<file path="config.mk">
export PLATFORM = sky130hd
export DESIGN_NAME = phase_align_sel
export DESIGN_NICKNAME = d
export VERILOG_FILES = /design/src/rtl/pas_pkg.sv /design/src/rtl/pas_rst_sync.sv /design/src/rtl/pas_edge_hist.sv /design/src/rtl/pas_window_eval.sv /design/src/rtl/phase_align_sel.sv
export SDC_FILE = /design/constraint.sdc
export NUM_CORES = 1
export LEC_CHECK = 0
export ABC_AREA = 1
export CAP_MARGIN = 20
export CORE_ASPECT_RATIO = 1.5
export CORE_MARGIN = 1.5
export CORE_UTILIZATION = 57
export CTS_CLUSTER_SIZE = 40
export DETAILED_ROUTE_END_ITERATION = 6
export PLACE_DENSITY = 0.8
export SLEW_MARGIN = 5
export SYNTH_ARGS = -nofsm -noshare
export SYNTH_HDL_FRONTEND = slang
export SYNTH_SLANG_ARGS = --single-unit
export TNS_END_PERCENT = 5
</file>
<file path="constraint.sdc">
create_clock -name clk -period 1.91 [get_ports clk]
set_input_delay 0.2865 -clock clk [delete_from_list [all_inputs] [get_ports clk]]
set_output_delay 0.2865 -clock clk [all_outputs]
set_load 0.01 [all_outputs]
</file>
<file path="src/rtl/pas_pkg.sv">
package pas_pkg;

  localparam int DEF_NPH       = 8;
  localparam int DEF_WIN       = 64;
  localparam int DEF_CNT_MAX   = 15;
  localparam int DEF_MIN_EDGES = 8;
  localparam int DEF_HYST      = 2;

  typedef enum logic {
    ST_ACQ   = 1'b0,
    ST_TRACK = 1'b1
  } trk_state_e;

  // shortest distance between two positions on a ring of n
  function automatic int ring_dist(int a, int b, int n);
    int d;
    d = (a >= b) ? (a - b) : (b - a);
    return (d > n - d) ? (n - d) : d;
  endfunction

endpackage

</file>
<file path="src/rtl/pas_rst_sync.sv">
module pas_rst_sync #(
  parameter int STAGES = 2
) (
  input  logic clk,
  input  logic rst_n,
  output logic rst_ok_n
);

  logic [STAGES-1:0] chain_q;

  always_ff @(posedge clk or negedge rst_n) begin
    if (!rst_n) chain_q <= '0;
    else        chain_q <= {chain_q[STAGES-2:0], 1'b1};
  end

  assign rst_ok_n = chain_q[STAGES-1];

endmodule

</file>
<file path="src/rtl/pas_edge_hist.sv">
module pas_edge_hist #(
  parameter int NPH     = 8,
  parameter int CNT_MAX = 15,
  parameter int CW      = 4,
  parameter int TW      = 7
) (
  input  logic                    clk,
  input  logic                    rst_n,
  input  logic [NPH-1:0]          samp,
  input  logic                    clear,
  output logic [NPH-1:0][CW-1:0]  cnt_now,
  output logic [TW-1:0]           total_now
);

  logic [NPH-1:0]         edge_v;
  logic [NPH-1:0][CW-1:0] cnt_q;
  logic [NPH-1:0][CW-1:0] cnt_d;
  logic                   wrap_q;
  logic                   wrap_vld_q;

  // transition detection between neighbouring phases, last one wraps
  always_comb begin
    for (int i = 0; i < NPH - 1; i++) begin
      edge_v[i] = samp[i] ^ samp[i+1];
    end
    edge_v[NPH-1] = wrap_vld_q & (wrap_q ^ samp[0]);
  end

  generate
    for (genvar g = 0; g < NPH; g++) begin : g_bin
      always_comb begin
        if (edge_v[g] && (cnt_q[g] != CW'(CNT_MAX))) cnt_now[g] = cnt_q[g] + 1'b1;
        else                                          cnt_now[g] = cnt_q[g];
        cnt_d[g] = clear ? '0 : cnt_now[g];
      end

      always_ff @(posedge clk or negedge rst_n) begin
        if (!rst_n) cnt_q[g] <= '0;
        else        cnt_q[g] <= cnt_d[g];
      end

      // counters saturate instead of wrapping back to zero
      a_r4_bin_saturates: assert property (@(posedge clk) disable iff (!rst_n)
        ((cnt_q[g] == CW'(CNT_MAX)) && !clear) |=> (cnt_q[g] == CW'(CNT_MAX)));
    end
  endgenerate

  always_comb begin
    total_now = '0;
    for (int i = 0; i < NPH; i++) begin
      total_now = total_now + TW'(cnt_now[i]);
    end
  end

  always_ff @(posedge clk or negedge rst_n) begin
    if (!rst_n) begin
      wrap_q     <= 1'b0;
      wrap_vld_q <= 1'b0;
    end else begin
      wrap_q     <= samp[NPH-1];
      wrap_vld_q <= 1'b1;
    end
  end

endmodule

</file>
<file path="src/rtl/pas_window_eval.sv">
module pas_window_eval
  import pas_pkg::*;
#(
  parameter int NPH       = 8,
  parameter int PW        = 3,
  parameter int CW        = 4,
  parameter int TW        = 7,
  parameter int WIN       = 64,
  parameter int WW        = 6,
  parameter int MIN_EDGES = 8,
  parameter int HYST      = 2
) (
  input  logic                   clk,
  input  logic                   rst_n,
  input  logic                   hold,
  input  logic [NPH-1:0][CW-1:0] cnt_now,
  input  logic [TW-1:0]          total_now,
  output logic                   win_end,
  output logic [PW-1:0]          phase_q,
  output logic                   locked,
  output logic                   phase_chg
);

  logic [WW-1:0] win_cnt_q, win_cnt_d;
  trk_state_e    state_q, state_d;
  logic [PW-1:0] phase_d;
  logic [PW-1:0] cand_q, cand_d;
  logic          cand_vld_q, cand_vld_d;
  logic          chg_q, chg_d;

  logic [PW-1:0] best_idx;
  logic [CW-1:0] best_val;
  logic [PW-1:0] target;
  logic          qualify;
  logic          far_enough;

  assign win_end = (win_cnt_q == WW'(WIN - 1));

  // busiest boundary, strict compare keeps the lowest index on ties
  always_comb begin
    best_idx = '0;
    best_val = cnt_now[0];
    for (int i = 1; i < NPH; i++) begin
      if (cnt_now[i] > best_val) begin
        best_val = cnt_now[i];
        best_idx = PW'(i);
      end
    end
  end

  assign target     = PW'((int'(best_idx) + NPH / 2) % NPH);
  assign qualify    = (total_now >= TW'(MIN_EDGES));
  assign far_enough = (ring_dist(int'(target), int'(phase_q), NPH) >= HYST);

  always_comb begin
    win_cnt_d  = win_end ? '0 : (win_cnt_q + 1'b1);
    state_d    = state_q;
    phase_d    = phase_q;
    cand_d     = cand_q;
    cand_vld_d = cand_vld_q;
    if (win_end) begin
      unique case (state_q)
        ST_ACQ: begin
          if (!qualify) begin
            cand_vld_d = 1'b0;
          end else if (cand_vld_q && (cand_q == target) && !hold) begin
            state_d = ST_TRACK;
            phase_d = target;
          end else begin
            cand_d     = target;
            cand_vld_d = 1'b1;
          end
        end
        ST_TRACK: begin
          if (qualify && !hold && far_enough) phase_d = target;
        end
        default: ;
      endcase
    end
    chg_d = (phase_d != phase_q);
  end

  always_ff @(posedge clk or negedge rst_n) begin
    if (!rst_n) begin
      win_cnt_q  <= '0;
      state_q    <= ST_ACQ;
      phase_q    <= '0;
      cand_q     <= '0;
      cand_vld_q <= 1'b0;
      chg_q      <= 1'b0;
    end else begin
      win_cnt_q  <= win_cnt_d;
      state_q    <= state_d;
      phase_q    <= phase_d;
      cand_q     <= cand_d;
      cand_vld_q <= cand_vld_d;
      chg_q      <= chg_d;
    end
  end

  assign locked    = (state_q == ST_TRACK);
  assign phase_chg = chg_q;

  // hold freezes the selected phase
  a_r7_hold_freeze: assert property (@(posedge clk) disable iff (!rst_n)
    hold |=> $stable(phase_q));

  // lock is sticky
  a_r8_lock_sticky: assert property (@(posedge clk) disable iff (!rst_n)
    locked |=> locked);

  // pulse accompanies every change, and only a change
  a_r9_change_has_pulse: assert property (@(posedge clk) disable iff (!rst_n)
    !$stable(phase_q) |-> phase_chg);
  a_r9_pulse_has_change: assert property (@(posedge clk) disable iff (!rst_n)
    phase_chg |-> !$stable(phase_q));

  // tracking moves only across at least HYST positions
  a_r6_hysteresis: assert property (@(posedge clk) disable iff (!rst_n)
    (phase_chg && $past(locked)) |->
      (ring_dist(int'(phase_q), int'($past(phase_q)), NPH) >= HYST));

  // lock needs a window with enough transitions
  a_r2_lock_needs_edges: assert property (@(posedge clk) disable iff (!rst_n)
    $rose(locked) |-> ($past(total_now) >= TW'(MIN_EDGES)));

  // changes happen only right after a window end
  a_r11_change_at_window: assert property (@(posedge clk) disable iff (!rst_n)
    phase_chg |-> $past(win_end));

endmodule

</file>
<file path="src/rtl/phase_align_sel.sv">
module phase_align_sel
  import pas_pkg::*;
#(
  parameter int NPH       = DEF_NPH,
  parameter int WIN       = DEF_WIN,
  parameter int CNT_MAX   = DEF_CNT_MAX,
  parameter int MIN_EDGES = DEF_MIN_EDGES,
  parameter int HYST      = DEF_HYST
) (
  input  logic                     clk,
  input  logic                     rst_n,
  input  logic [NPH-1:0]           samp,
  input  logic                     hold,
  output logic [$clog2(NPH)-1:0]   phase_sel,
  output logic                     data_bit,
  output logic                     locked,
  output logic                     phase_chg
);

  localparam int PW = $clog2(NPH);
  localparam int CW = $clog2(CNT_MAX + 1);
  localparam int TW = $clog2(NPH * CNT_MAX + 1);
  localparam int WW = $clog2(WIN);

  logic                   rst_ok_n;
  logic [NPH-1:0][CW-1:0] cnt_now;
  logic [TW-1:0]          total_now;
  logic                   win_end;
  logic [PW-1:0]          phase_q;
  logic                   data_q;

  pas_rst_sync #(.STAGES(2)) u_rst (
    .clk      (clk),
    .rst_n    (rst_n),
    .rst_ok_n (rst_ok_n)
  );

  pas_edge_hist #(
    .NPH(NPH), .CNT_MAX(CNT_MAX), .CW(CW), .TW(TW)
  ) u_hist (
    .clk       (clk),
    .rst_n     (rst_ok_n),
    .samp      (samp),
    .clear     (win_end),
    .cnt_now   (cnt_now),
    .total_now (total_now)
  );

  pas_window_eval #(
    .NPH(NPH), .PW(PW), .CW(CW), .TW(TW), .WIN(WIN), .WW(WW),
    .MIN_EDGES(MIN_EDGES), .HYST(HYST)
  ) u_eval (
    .clk       (clk),
    .rst_n     (rst_ok_n),
    .hold      (hold),
    .cnt_now   (cnt_now),
    .total_now (total_now),
    .win_end   (win_end),
    .phase_q   (phase_q),
    .locked    (locked),
    .phase_chg (phase_chg)
  );

  always_ff @(posedge clk or negedge rst_ok_n) begin
    if (!rst_ok_n) data_q <= 1'b0;
    else           data_q <= samp[phase_q];
  end

  assign phase_sel = phase_q;
  assign data_bit  = data_q;

  // outputs are quiet while reset is held
  a_r1_reset_quiet: assert property (@(posedge clk)
    !rst_ok_n |-> (!locked && !phase_chg && (phase_sel == '0)));

endmodule

</file>
==> metrics.md <==
| Metric | Value |
|---|---|
| Status | finished with violations |
| Failing checks | setup timing |
| Setup Skew | between 0.009 and 0.01 ns |
| #FFs+latches synth | 52 |
| Row count | just over 40 |
| Die width | around 80 um |
| Avg Cell Area, Syn | roughly 7.6 um2 |
| Starting Density | approximately three fifths |
| Number of synthesized flops with an enable pin | 0 |
| WP buf/inv | 11 |
| Hold Fails Final Rpt | 0 |
| Total Routing Usage GR | a little under two fifths |
| Initial DRC Count | approximately 380 |
| Nets | 959 |
| Sequential fraction of the synthesis area | about a quarter |
| Data required time of the worst path | ~2.1 ns |
| Post-DR wirelength/cell | 18.7 um |
| First-pass GRT wire length | about 27000 um |
| Adder-cell share of the synthesized area | ~22% |
| Final setup fails | 16 |
| Hold crit path type | in2async |
| Crit end category | flip-flop |
| Die ar. | around 9500 um2 |
| Final worst slack | -8.60 ns |
| Post-synthesis xor/xnor area fraction | 4.67% |
| Mux share of post-synthesis cell area | 0.198% |
| Final min period | ~11 ns |
| Max Cap Viol | 0 |
| Diodes inserted | 0 |
| Worst-Skew Late Latency | 0.31 ns |
| Worst-Margin Slew | 0.696 ns |
| Gr ovfl total | 0 |
| CP top delay family | simple AND/OR/NAND/NOR gates |
| Final period util | 550% |
| DRC | 0 |
| Share of cells above drive strength 1 | ~37% |
| Post-Synth Simple-Gate Area | between 20% and 30% |
| Port buffer count | 16 |
| Most frequent cells in the layout | buf_4 (188), nand2_1 (133), inv_1 (89) |
| Maximum root-to-sink buffer count | 2 |
| Via-to-Cell Ratio | a little under 6 |
| Vias post-DR | 5718 |
| CTS tree | yes |
| DRT Pass-1 Iters | 7 |
| Yosys warns | 0 |
| Reg2reg setup slack | -8.60 ns |
| Cells after Synth | ~670 |
| Post-CTS Hold Buffers | 0 |
| Clk pin slew, worst setup/hold paths | about 0.080 ns |
| Synth cell types | 38 |
| Synth Area in Compound Gates | 9.25% |
| RSZ-0062 raised after global routing | yes |
| Slew Limit Fails | 0 |
| Largest family of logic cells by synthesized area | simple AND/OR/NAND/NOR gates |
| CP Launch Type | flip-flop |
| Crit-path max FO | 7 |
| Design Area, Final | slightly above 7000 um2 |
| Gpl congestion | around 1.0 |
| Htree depth | 2 |
| Routed WL | between 15000 and 20000 um |
| Antenna viol nets, final | 0 |
| Core Footprint | around 8500 um2 |
| Dpl hpwl | between 10000 and 15000 um |
| Hold slack | around 0.13 ns |
| Synth top area share | 25.7% |
| Die height | around 120 um |
| Number of global-route vias before repair | roughly 5.9k |
| Io pins | 17 |
| Initial antenna violation count | 0 |
| Share of flip-flops with an asynchronous set or reset | 100% |
| Largest net degree at the start of global routing | 51 |
| Synth area leader | dfrtp_1 |
| Largest cells by area after synthesis | dfrtp_1 (26%), ha_1 (13%), nand2_1 (11%) |
| Post-layout util | between 80% and 90% |
| Leading cell type in the layout, fill and taps excluded | buf_4 |
| Synthesized area | ~5000 um2 |
| Normalized max-slew margin | a little over half |
| Layout Area Growth over Synthesis | 43.5% |
| Post-DP Area | ~6700 um2 |
| Crit-path max cell delay | 0.40 ns |
| Worst setup path class | reg2reg |
| Root Buffer | clkbuf_16 |
| Num Clock Sinks | between 50 and 60 |
| Slowest cell on the critical path | dfrtp_1 |
| CP Data Arrival Time | roughly 11 ns |
| Fin Setup TNS | -70.41 ns |
| Prevailing post-synth register cell | dfrtp_1 |
| Most common cell on crit path | nand2_2 |
| Num CTS Buffers | 5 |
| Max Clock Freq | between 90 and 100 MHz |
-- through the flow --
step	worst slack (ns)	std cells
after global routing	-9.23	981
after floorplan	-7.91	666
final	-8.60	981
after detailed placement	-8.56	957
after global placement	-8.03	957
after CTS	-7.82	980
-- cell families after synthesis --
logic type | Yosys count
buffers and inverters | 115
AND/OR/NAND/NOR | 312
adder cells (fa/ha/maj) | 75
multiplexers | 1
flip-flops | 52
AO/OA/AOI/OAI | 82
other | 1
XOR/XNOR | 27
-- final cells by class --
class	count	area [um2]
multi-input cells	501	3690
repair buffers	204	1570
flip-flops and latches	52	1300
fillers	409	1260
inverters	109	412
well taps	107	134
clock buffers	6	129
clock inverters	2	16.3
-- sequential cells by signal, indices dropped and copies added (netlist names) --
| name | flops |
|---|---|
| u_eval.cand_vld_q | 1 |
| u_hist.cnt_q | 32 |
| u_hist.wrap_q | 1 |
| data_bit | 1 |
| u_rst.chain_q | 2 |
| u_eval.phase_q | 3 |
| u_eval.locked | 1 |
| u_hist.wrap_vld_q | 1 |
| u_eval.cand_q | 3 |
| u_eval.win_cnt_q | 6 |
| u_eval.phase_chg | 1 |
-- routing by layer --
metal  global-route usage (%)  share of wire [%]  vias up
met2                     67.5                 52      351
met1                     36.1                 33     2689
li1                         -                  -     2528
met5                        0                  0        -
met4                     29.1                8.6        0
met3                     6.95                6.0      150
-- cell usage after synthesis (2+ instances only) --
library cell  number
nor3b_1            8
o21bai_1           4
inv_2             11
nand4_1            4
a21o_1             5
nand3_2            5
nand3b_1           2
dfrtp_1           52
nand3b_4           2
ha_1              53
nor2_4             5
clkbuf_1           5
xor2_1            27
a32o_1             2
nand3_1           49
a31oi_1            2
nand2_4            6
a21oi_1           16
o21ai_0           45
and3_1             2
a211oi_1           2
nor2_1            52
nor2_2             4
nand2_1          151
fa_1              22
or2_2              3
inv_1             97
nand2_2           19
-- repair_timing --
item | in CTS | in global routing
resized for setup | 48 | 22
cloned | 2 | 0
setup endpoints to repair | 14 | 20
setup buffers | 13 | 1
pin swaps | 48 | 12
-- worst paths after layout --
check,depth (start not counted),endpoint,startpoint
min in group clk,0,u_rst.chain_q[1],u_rst.chain_q[0]
worst max register to register,78,u_eval.phase_chg,u_hist.cnt_q[5]
worst max-delay path,78,u_eval.phase_chg,u_hist.cnt_q[5]
max in group asynchronous,1,u_hist.cnt_q[16],u_rst.chain_q[1]
worst min register to register,0,u_rst.chain_q[1],u_rst.chain_q[0]
worst min-delay path,1,u_rst.chain_q[1],rst_n
Power is left out: the tool's default activity adds up to more than one toggle a clock period on the data nets, which glitch-free logic cannot reach.
